<file path="src/rtl/tx_fifo_pkg.sv">
package tx_fifo_pkg;

    localparam int DW    = 32;
    localparam int LEN_W = 11;
    localparam int PAY_W = LEN_W - 1;
    localparam int CMP_W = 16;

    typedef enum logic [4:0] {
        OP_TX_ENABLE = 5'd9,
        OP_TX_RESET  = 5'd11,
        OP_AVAIL_TH  = 5'd18,
        OP_START_TH  = 5'd19
    } tx_op_e;

    typedef enum logic [1:0] {
        DR_IDLE = 2'd0,
        DR_SEND = 2'd1,
        DR_HALT = 2'd2
    } drain_st_e;

    typedef struct packed {
        logic             en;
        logic             clr;
        logic             avail_load;
        logic [LEN_W-1:0] avail_val;
        logic [LEN_W-1:0] start_th;
    } ctl_t;

    // Number of whole dwords needed to hold len bytes.
    function automatic logic [PAY_W-1:0] payload_dwords(input logic [LEN_W-1:0] len);
        logic [LEN_W:0] s;
        s = {1'b0, len} + (LEN_W+1)'(3);
        return s[LEN_W:2];
    endfunction

    function automatic logic [CMP_W-1:0] widen(input logic [LEN_W-1:0] v);
        return CMP_W'(v);
    endfunction

endpackage

</file>
<file path="src/rtl/txf_cmd_decode.sv">
module txf_cmd_decode
    import tx_fifo_pkg::*;
#(
    parameter int START_TH_RST = 2047
) (
    input  logic             clk,
    input  logic             rst,
    input  logic             cmd_valid,
    input  logic [4:0]       cmd_op,
    input  logic [LEN_W-1:0] cmd_arg,
    output ctl_t             ctl
);

    tx_op_e           op;
    logic             en_q;
    logic [LEN_W-1:0] sth_q;

    assign op = tx_op_e'(cmd_op);

    always_comb begin
        ctl.en         = en_q;
        ctl.start_th   = sth_q;
        ctl.clr        = cmd_valid && (op == OP_TX_RESET);
        ctl.avail_load = cmd_valid && (op == OP_AVAIL_TH);
        ctl.avail_val  = cmd_arg;
    end

    always_ff @(posedge clk) begin
        if (rst) begin
            en_q  <= 1'b0;
            sth_q <= LEN_W'(START_TH_RST);
        end else if (cmd_valid) begin
            case (op)
                OP_TX_ENABLE: en_q  <= 1'b1;
                OP_TX_RESET:  en_q  <= 1'b0;
                OP_START_TH:  sth_q <= cmd_arg;
                default:      ;
            endcase
        end
    end

    // an enable command leaves the transmitter enabled
    a_r6_enable_sets: assert property (@(posedge clk) disable iff (rst)
        (cmd_valid && op == OP_TX_ENABLE) |=> en_q);

    // a transmit reset disables the transmitter
    a_r9_reset_disables: assert property (@(posedge clk) disable iff (rst)
        (cmd_valid && op == OP_TX_RESET) |=> !en_q);

endmodule

</file>
<file path="src/rtl/txf_avail_mon.sv">
module txf_avail_mon
    import tx_fifo_pkg::*;
#(
    parameter int FREE_W = 9
) (
    input  logic              clk,
    input  logic              rst,
    input  logic              load,
    input  logic [LEN_W-1:0]  load_val,
    input  logic [FREE_W-1:0] free_bytes,
    output logic              evt
);

    logic [LEN_W-1:0] th_q;
    logic             armed_q;
    logic             evt_q;
    logic             fire;

    assign fire = armed_q && (CMP_W'(free_bytes) >= widen(th_q));
    assign evt  = evt_q;

    always_ff @(posedge clk) begin
        if (rst) begin
            th_q    <= '0;
            armed_q <= 1'b0;
            evt_q   <= 1'b0;
        end else begin
            evt_q <= fire;
            if (load) begin
                th_q    <= load_val;
                armed_q <= 1'b1;
            end else if (fire) begin
                armed_q <= 1'b0;
            end
        end
    end

    // one pulse per arming, no repeat without a new load
    a_r4_one_shot: assert property (@(posedge clk) disable iff (rst)
        (evt_q && !load) |=> !evt_q);

    // an event is always preceded by an armed threshold
    a_r4_needs_arm: assert property (@(posedge clk) disable iff (rst)
        $rose(evt_q) |-> $past(armed_q));

endmodule

</file>
<file path="src/rtl/txf_store.sv">
module txf_store
    import tx_fifo_pkg::*;
#(
    parameter int DEPTH  = 64,
    parameter int CNT_W  = 7,
    parameter int FREE_W = 9
) (
    input  logic              clk,
    input  logic              rst,
    input  logic              clr,
    input  logic              wr_valid,
    input  logic [DW-1:0]     wr_data,
    input  logic              pop,
    output logic [DW-1:0]     head,
    output logic [CNT_W-1:0]  count,
    output logic [FREE_W-1:0] free_bytes,
    output logic              overrun
);

    localparam int AW = (DEPTH > 1) ? $clog2(DEPTH) : 1;

    logic [DW-1:0]    mem [DEPTH];
    logic [AW-1:0]    wptr_q, rptr_q;
    logic [CNT_W-1:0] count_q;
    logic             ovr_q;
    logic             full;
    logic             push;

    assign full       = (count_q == CNT_W'(DEPTH));
    assign push       = wr_valid && !full && !clr;
    assign head       = mem[rptr_q];
    assign count      = count_q;
    assign overrun    = ovr_q;
    assign free_bytes = FREE_W'(DEPTH*4) - FREE_W'({count_q, 2'b00});

    always_ff @(posedge clk) begin
        if (push) mem[wptr_q] <= wr_data;
    end

    always_ff @(posedge clk) begin
        if (rst || clr) begin
            wptr_q  <= '0;
            rptr_q  <= '0;
            count_q <= '0;
            ovr_q   <= 1'b0;
        end else begin
            if (push)
                wptr_q <= (wptr_q == AW'(DEPTH-1)) ? '0 : wptr_q + 1'b1;
            if (pop)
                rptr_q <= (rptr_q == AW'(DEPTH-1)) ? '0 : rptr_q + 1'b1;
            case ({push, pop})
                2'b10:   count_q <= count_q + 1'b1;
                2'b01:   count_q <= count_q - 1'b1;
                default: ;
            endcase
            if (wr_valid && full) ovr_q <= 1'b1;
        end
    end

    // occupancy never exceeds the capacity
    a_r2_count_bound: assert property (@(posedge clk) disable iff (rst)
        count_q <= CNT_W'(DEPTH));

    // the drain never removes from an empty store
    a_r2_no_empty_pop: assert property (@(posedge clk) disable iff (rst)
        pop |-> (count_q != '0));

    // a write into a full store raises the flag and keeps the count
    a_r7_full_write_dropped: assert property (@(posedge clk) disable iff (rst)
        (wr_valid && full && !clr && !pop) |=> (ovr_q && count_q == CNT_W'(DEPTH)));

    // a clear empties the store
    a_r9_clear_empties: assert property (@(posedge clk) disable iff (rst)
        clr |=> (count_q == '0 && !ovr_q));

endmodule

</file>
<file path="src/rtl/txf_drain.sv">
module txf_drain
    import tx_fifo_pkg::*;
#(
    parameter int CNT_W = 7
) (
    input  logic             clk,
    input  logic             rst,
    input  logic             clr,
    input  logic             en,
    input  logic [LEN_W-1:0] start_th,
    input  logic [CNT_W-1:0] count,
    input  logic [DW-1:0]    head,
    input  logic             dr_ready,
    output logic             pop,
    output logic             dr_valid,
    output logic [DW-1:0]    dr_data,
    output logic             dr_last,
    output logic [LEN_W-1:0] dr_len,
    output logic             underrun
);

    drain_st_e        st_q;
    logic [PAY_W-1:0] rem_q;
    logic [LEN_W-1:0] len_q;
    logic             udr_q;

    logic [LEN_W-1:0] hdr_len;
    logic [PAY_W-1:0] hdr_ndw;
    logic [CMP_W-1:0] have;
    logic             nonempty;
    logic             start_ok;

    always_comb begin
        nonempty = (count != '0);
        hdr_len  = head[LEN_W-1:0];
        hdr_ndw  = payload_dwords(hdr_len);
        have     = CMP_W'(count) - CMP_W'(1);
        start_ok = (have >= CMP_W'(hdr_ndw)) || ((have << 2) >= widen(start_th));
        pop      = 1'b0;
        case (st_q)
            DR_IDLE: pop = en && nonempty && start_ok;
            DR_SEND: pop = dr_ready && nonempty;
            default: pop = 1'b0;
        endcase
    end

    assign dr_valid = (st_q == DR_SEND) && nonempty;
    assign dr_data  = head;
    assign dr_last  = (rem_q == PAY_W'(1));
    assign dr_len   = len_q;
    assign underrun = udr_q;

    always_ff @(posedge clk) begin
        if (rst || clr) begin
            st_q  <= DR_IDLE;
            rem_q <= '0;
            len_q <= '0;
            udr_q <= 1'b0;
        end else begin
            case (st_q)
                DR_IDLE: begin
                    if (pop) begin
                        len_q <= hdr_len;
                        rem_q <= hdr_ndw;
                        if (hdr_ndw != '0) st_q <= DR_SEND;
                    end
                end
                DR_SEND: begin
                    if (pop) begin
                        rem_q <= rem_q - 1'b1;
                        if (rem_q == PAY_W'(1)) st_q <= DR_IDLE;
                    end else if (dr_ready) begin
                        udr_q <= 1'b1;
                        st_q  <= DR_HALT;
                    end
                end
                default: st_q <= DR_HALT;
            endcase
        end
    end

    // a halted drain presents nothing
    a_r8_halt_quiet: assert property (@(posedge clk) disable iff (rst)
        (st_q == DR_HALT) |-> !dr_valid);

    // no frame starts while disabled
    a_r6_no_start_disabled: assert property (@(posedge clk) disable iff (rst)
        (st_q == DR_IDLE && !en && !clr) |=> (st_q == DR_IDLE));

    // presented data holds under backpressure
    a_r11_hold: assert property (@(posedge clk) disable iff (rst)
        (dr_valid && !dr_ready && !clr) |=> (dr_valid && $stable(dr_data)));

    // taking the last dword returns to frame parsing
    a_r3_last_ends_frame: assert property (@(posedge clk) disable iff (rst)
        (dr_valid && dr_ready && dr_last && !clr) |=> (st_q == DR_IDLE));

endmodule

</file>
<file path="src/rtl/tx_dword_fifo.sv">
module tx_dword_fifo
    import tx_fifo_pkg::*;
#(
    parameter int DEPTH        = 64,
    parameter int START_TH_RST = 2047,
    localparam int CNT_W       = $clog2(DEPTH + 1),
    localparam int FREE_W      = $clog2(DEPTH*4 + 1)
) (
    input  logic              clk,
    input  logic              rst,
    input  logic              wr_valid,
    input  logic [31:0]       wr_data,
    input  logic              cmd_valid,
    input  logic [4:0]        cmd_op,
    input  logic [10:0]       cmd_arg,
    output logic [FREE_W-1:0] free_bytes,
    output logic              avail_evt,
    output logic              overrun,
    output logic              underrun,
    input  logic              dr_ready,
    output logic              dr_valid,
    output logic [31:0]       dr_data,
    output logic              dr_last,
    output logic [10:0]       dr_len
);

    ctl_t             ctl;
    logic             pop;
    logic [DW-1:0]    head;
    logic [CNT_W-1:0] count;

    txf_cmd_decode #(.START_TH_RST(START_TH_RST)) u_cmd (
        .clk       (clk),
        .rst       (rst),
        .cmd_valid (cmd_valid),
        .cmd_op    (cmd_op),
        .cmd_arg   (cmd_arg),
        .ctl       (ctl)
    );

    txf_store #(.DEPTH(DEPTH), .CNT_W(CNT_W), .FREE_W(FREE_W)) u_store (
        .clk        (clk),
        .rst        (rst),
        .clr        (ctl.clr),
        .wr_valid   (wr_valid),
        .wr_data    (wr_data),
        .pop        (pop),
        .head       (head),
        .count      (count),
        .free_bytes (free_bytes),
        .overrun    (overrun)
    );

    txf_avail_mon #(.FREE_W(FREE_W)) u_avail (
        .clk        (clk),
        .rst        (rst),
        .load       (ctl.avail_load),
        .load_val   (ctl.avail_val),
        .free_bytes (free_bytes),
        .evt        (avail_evt)
    );

    txf_drain #(.CNT_W(CNT_W)) u_drain (
        .clk      (clk),
        .rst      (rst),
        .clr      (ctl.clr),
        .en       (ctl.en),
        .start_th (ctl.start_th),
        .count    (count),
        .head     (head),
        .dr_ready (dr_ready),
        .pop      (pop),
        .dr_valid (dr_valid),
        .dr_data  (dr_data),
        .dr_last  (dr_last),
        .dr_len   (dr_len),
        .underrun (underrun)
    );

    // nothing is presented while the store is empty
    a_r1_empty_quiet: assert property (@(posedge clk) disable iff (rst)
        (free_bytes == FREE_W'(DEPTH*4)) |-> !dr_valid);

endmodule

</file>
<file path="config.mk">
export PLATFORM = sky130hd
export DESIGN_NAME = tx_dword_fifo
export DESIGN_NICKNAME = d
export VERILOG_FILES = /design/src/rtl/tx_fifo_pkg.sv /design/src/rtl/txf_cmd_decode.sv /design/src/rtl/txf_avail_mon.sv /design/src/rtl/txf_store.sv /design/src/rtl/txf_drain.sv /design/src/rtl/tx_dword_fifo.sv
export SDC_FILE = /design/constraint.sdc
export NUM_CORES = 2
export LEC_CHECK = 0
export BUFFER_PORTS_ARGS = -buffer_cell sky130_fd_sc_hd__buf_2
export CAP_MARGIN = 20
export CELL_PAD_IN_SITES_DETAIL_PLACEMENT = 0
export CELL_PAD_IN_SITES_GLOBAL_PLACEMENT = 2
export CORE_AREA = 10 10 498 500
export CTS_CLUSTER_SIZE = 8
export DETAILED_ROUTE_END_ITERATION = 16
export DIE_AREA = 0 0 508 510
export PLACE_DENSITY = 0.59
export REMOVE_ABC_BUFFERS = 1
export SLEW_MARGIN = 10
export SYNTH_ARGS = -nofsm -noshare
export SYNTH_HDL_FRONTEND = slang
export SYNTH_HIERARCHICAL = 1
export SYNTH_SLANG_ARGS = --single-unit
</file>
<file path="constraint.sdc">
create_clock -name clk -period 5.3 [get_ports clk]
set_input_delay 0.795 -clock clk [delete_from_list [all_inputs] [get_ports clk]]
set_output_delay 0.795 -clock clk [all_outputs]
set_load 0.03 [all_outputs]
</file>
==> results.cfg <==
[logic_synthesis]
synth_edf_count = 2048
syn_area_um2 = 82700
ys_ff_latch = 2123
yosys_warnings = 6
synthesis.instances = 3903
yosys_most_used_dff = edfxtp_1
async_reset_ff_frac = 0
ys_seq_area_frac = 0.762
synth_cell_types = 76
avgSynthCellArea_um2 = 21.2

[power]
intPower_uw = 29500
max-vdd-ir-drop_uv = 224
p_total_uw = 37100
swShare = 0.203
netSwitchingPower_uw = 7540
power.density_nw_per_um2 = 373
pwr-share-clk = 0.467
p_leak_uw = 0.0308
combPwrFrac = 0.034
p_seq_frac = 0.499

[global_routing]
grt_usage = 0.183
grt_overflow = 0
grt_start_max_net_pins = 106
grt_pass1_vias = 42900
antenna_found_initial = 10
grt_pass1_wl_mm = 337

[die]
dieArea_um2 = 259000
die_width_um = 508
initial_core_util = 0.348
num_io_pins = 110
row_count = 179
fp.dieH_um = 510
coreArea_um2 = 237000

[clock_tree]
cts_buffer_depth = 4
htreeDepth = 5
cts_hold_buf = 0
cts_tree = built
clkLatencyLatePin_ns = 0.90
clk_pin_slew_worst_paths_ns = 0.05
root_buffer = clkbuf_16
clock_sinks = 2123
cts_buffers = 316

[outcome]
outcome = finished clean

[drt]
drcViolationCount = 0
routedWlPerCell_um = 31.4
ant_nets = 0
drt-total-wl_mm = 242
routed_via_density = 5.46
dr.pass1.iters = 5
drt_iter0_markers = 4136
vias = 42000

[final_layout]
stdcell_count = 7699
nNetsFinal = 4580
utilization = 0.418
drive_gt1_frac = 0.348
syn2layout_area_growth_pct = 20.1
final_common_cell = edfxtp_1
final_cell_mix = edfxtp_1, mux4_2, buf_4

[setup_path]
r2r-end = u_store/count[6]
reg2reg_depth = 25
path_max_fanout = 7
critPathCaptureType = flip-flop
cp_data_required_time_ns = 6.12
cp.arrival_ns = 6.07
r2r_setup_slack_ns = 0.05
path_class = flip-flop to flip-flop
crit_path_start_kind = flip-flop

[place]
hpwl_mm = 134
port-buffer-count = 107
gp_congestion = 0.745
dp.cells = 7278

[hold_path]
hold_class = input pin to flip-flop
min_to = u_avail/th_q[2]
hold_start = cmd_arg[2]
hold_depth = 3

[timing]
rsz0062_at_grt = yes
final_max_slew_viol_count = 0
whs_ns = 0.175
setup_viol = 0
slew-limit-headroom = 0.297
period_needed_ns = 5.25
hold_viol_final = 0
max_freq_mhz = 191
worstMarginPinSlew_ns = 1.05
period_share = 0.990
skew_ns = 0.0664

[flow_run]
maxCapViolCount = 0
critical path: stages (launching register included):
cell and delay [ns]:
dfxtp_4 0.40, buf_6 0.13, buf_12 0.14, buf_12 0.15, mux4_2 0.38, o22ai_2 0.09, nor4_2 0.28, buf_4 0.21
a2bb2oi_4 0.17, nand4_1 0.16, or3_4 0.43, xor2_4 0.17, ha_4 0.31, nand2_4 0.06, nor3_2 0.12, a21oi_2 0.09
o211a_1 0.23, nand2_2 0.10, ha_4 0.15, xor2_2 0.13, ha_2 0.21, a41o_1 0.17, a21oi_1 0.06, or3_1 0.33
or3_4 0.37, a21oi_2 0.13
synth_stat cells, drive strengths merged (21+ instances only):
cell	instances	area (um2)
nand3	23	115
a21oi	47	239
mux2	27	304
nand2	73	277
dfxtp	75	1500
o22ai	134	838
nand2b	24	150
mux2i	80	801
mux4	515	11600
edfxtp	2048	61500
ha	35	438
buf	196	1320
nor4	30	203
clkbuf	67	251
xor2	21	184
inv	33	124
nor2	165	619
nor3	26	130
o21ai	42	210
how the worst max path moves through the flow:
stage / to / slack, ns / cells after the start
2_1_floorplan: u_store/count[4] / -19.57 / 22
3_3_place_gp: u_store/count[4] / -0.46 / 25
3_5_place_dp: u_store/count[4] / -0.39 / 23
4_1_cts: u_store/count[4] / 0.003 / 26
5_1_grt: u_store/count[6] / -0.18 / 28
6_report: u_store/count[6] / 0.05 / 25
state kept, by name (all words and copies together), names as in the netlist, named ones only:
name and count:
u_store/wptr_q 6, u_cmd/sth_q 11, u_cmd/en_q 1, u_avail/th_q 11
u_store/overrun 1, u_drain/rem_q 10, u_avail/armed_q 1, u_drain/dr_len 11
u_drain/st_q 2, u_avail/evt 1, u_store/count 7, u_store/mem 2048
u_store/rptr_q 6, u_drain/underrun 1
metrics by stage:
step	area [um2]	setup WS, ns	TNS [ns]
floorplan	81100	-19.57	-1253.21
global placement	89500	-0.463	-1.12
detailed placement	89500	-0.394	-0.895
CTS	98500	0.00307	0
global route	99300	-0.180	-0.427
finish	99300	0.0512	0
power by group through the flow:
stage	combinational, uW	sequential (uW)	clock (uW)
floorplan	586	18900	0
global placement	1160	18800	0
detailed placement	1170	18800	0
CTS	1230	18500	17700
global route	1370	18500	18400
finish	1270	18500	17300
area by class of cell:
type                            count  area, um2
Timing Repair Buffer              533       4950
Clock buffer                      348       8130
Antenna cell                        3       7.51
Fill cell                       20700     138000
Clock inverter                      7       72.6
Sequential cell                  2123      63000
Multi-Input combinational cell   1485      19100
Inverter                           33        124
Tap cell                         3167       3960
per-layer routing:
metal	vias to the layer above	global-route usage	part of all wire
li1	17400	-	-
met1	22800	0.258	0.44
met2	1443	0.289	0.47
met3	412	0.0363	0.064
met4	10	0.0491	0.026
met5	-	0	0.00025
kinds of logic (layout without fill, tap and decap cells):
group	Yosys count	after routing	share of synthesized area
buffers and inverters	296	921	0.0205
adder cells (fa/ha/maj)	35	35	0.00529
flip-flops	2123	2123	0.762
multiplexers	622	622	0.154
XOR/XNOR	32	32	0.00339
other	1	5	0.0000453
AO/OA/AOI/OAI	365	365	0.0298
AND/OR/NAND/NOR	429	429	0.0257
repair_timing:
item | CTS | global route
gates cloned | 8 | 3
pin swaps | 27 | 21
endpoints found under the setup margin | 25 | 7
setup buffers | 26 | 17
resized for setup | 65 | 74
Power figures use the tool's default switching activity.
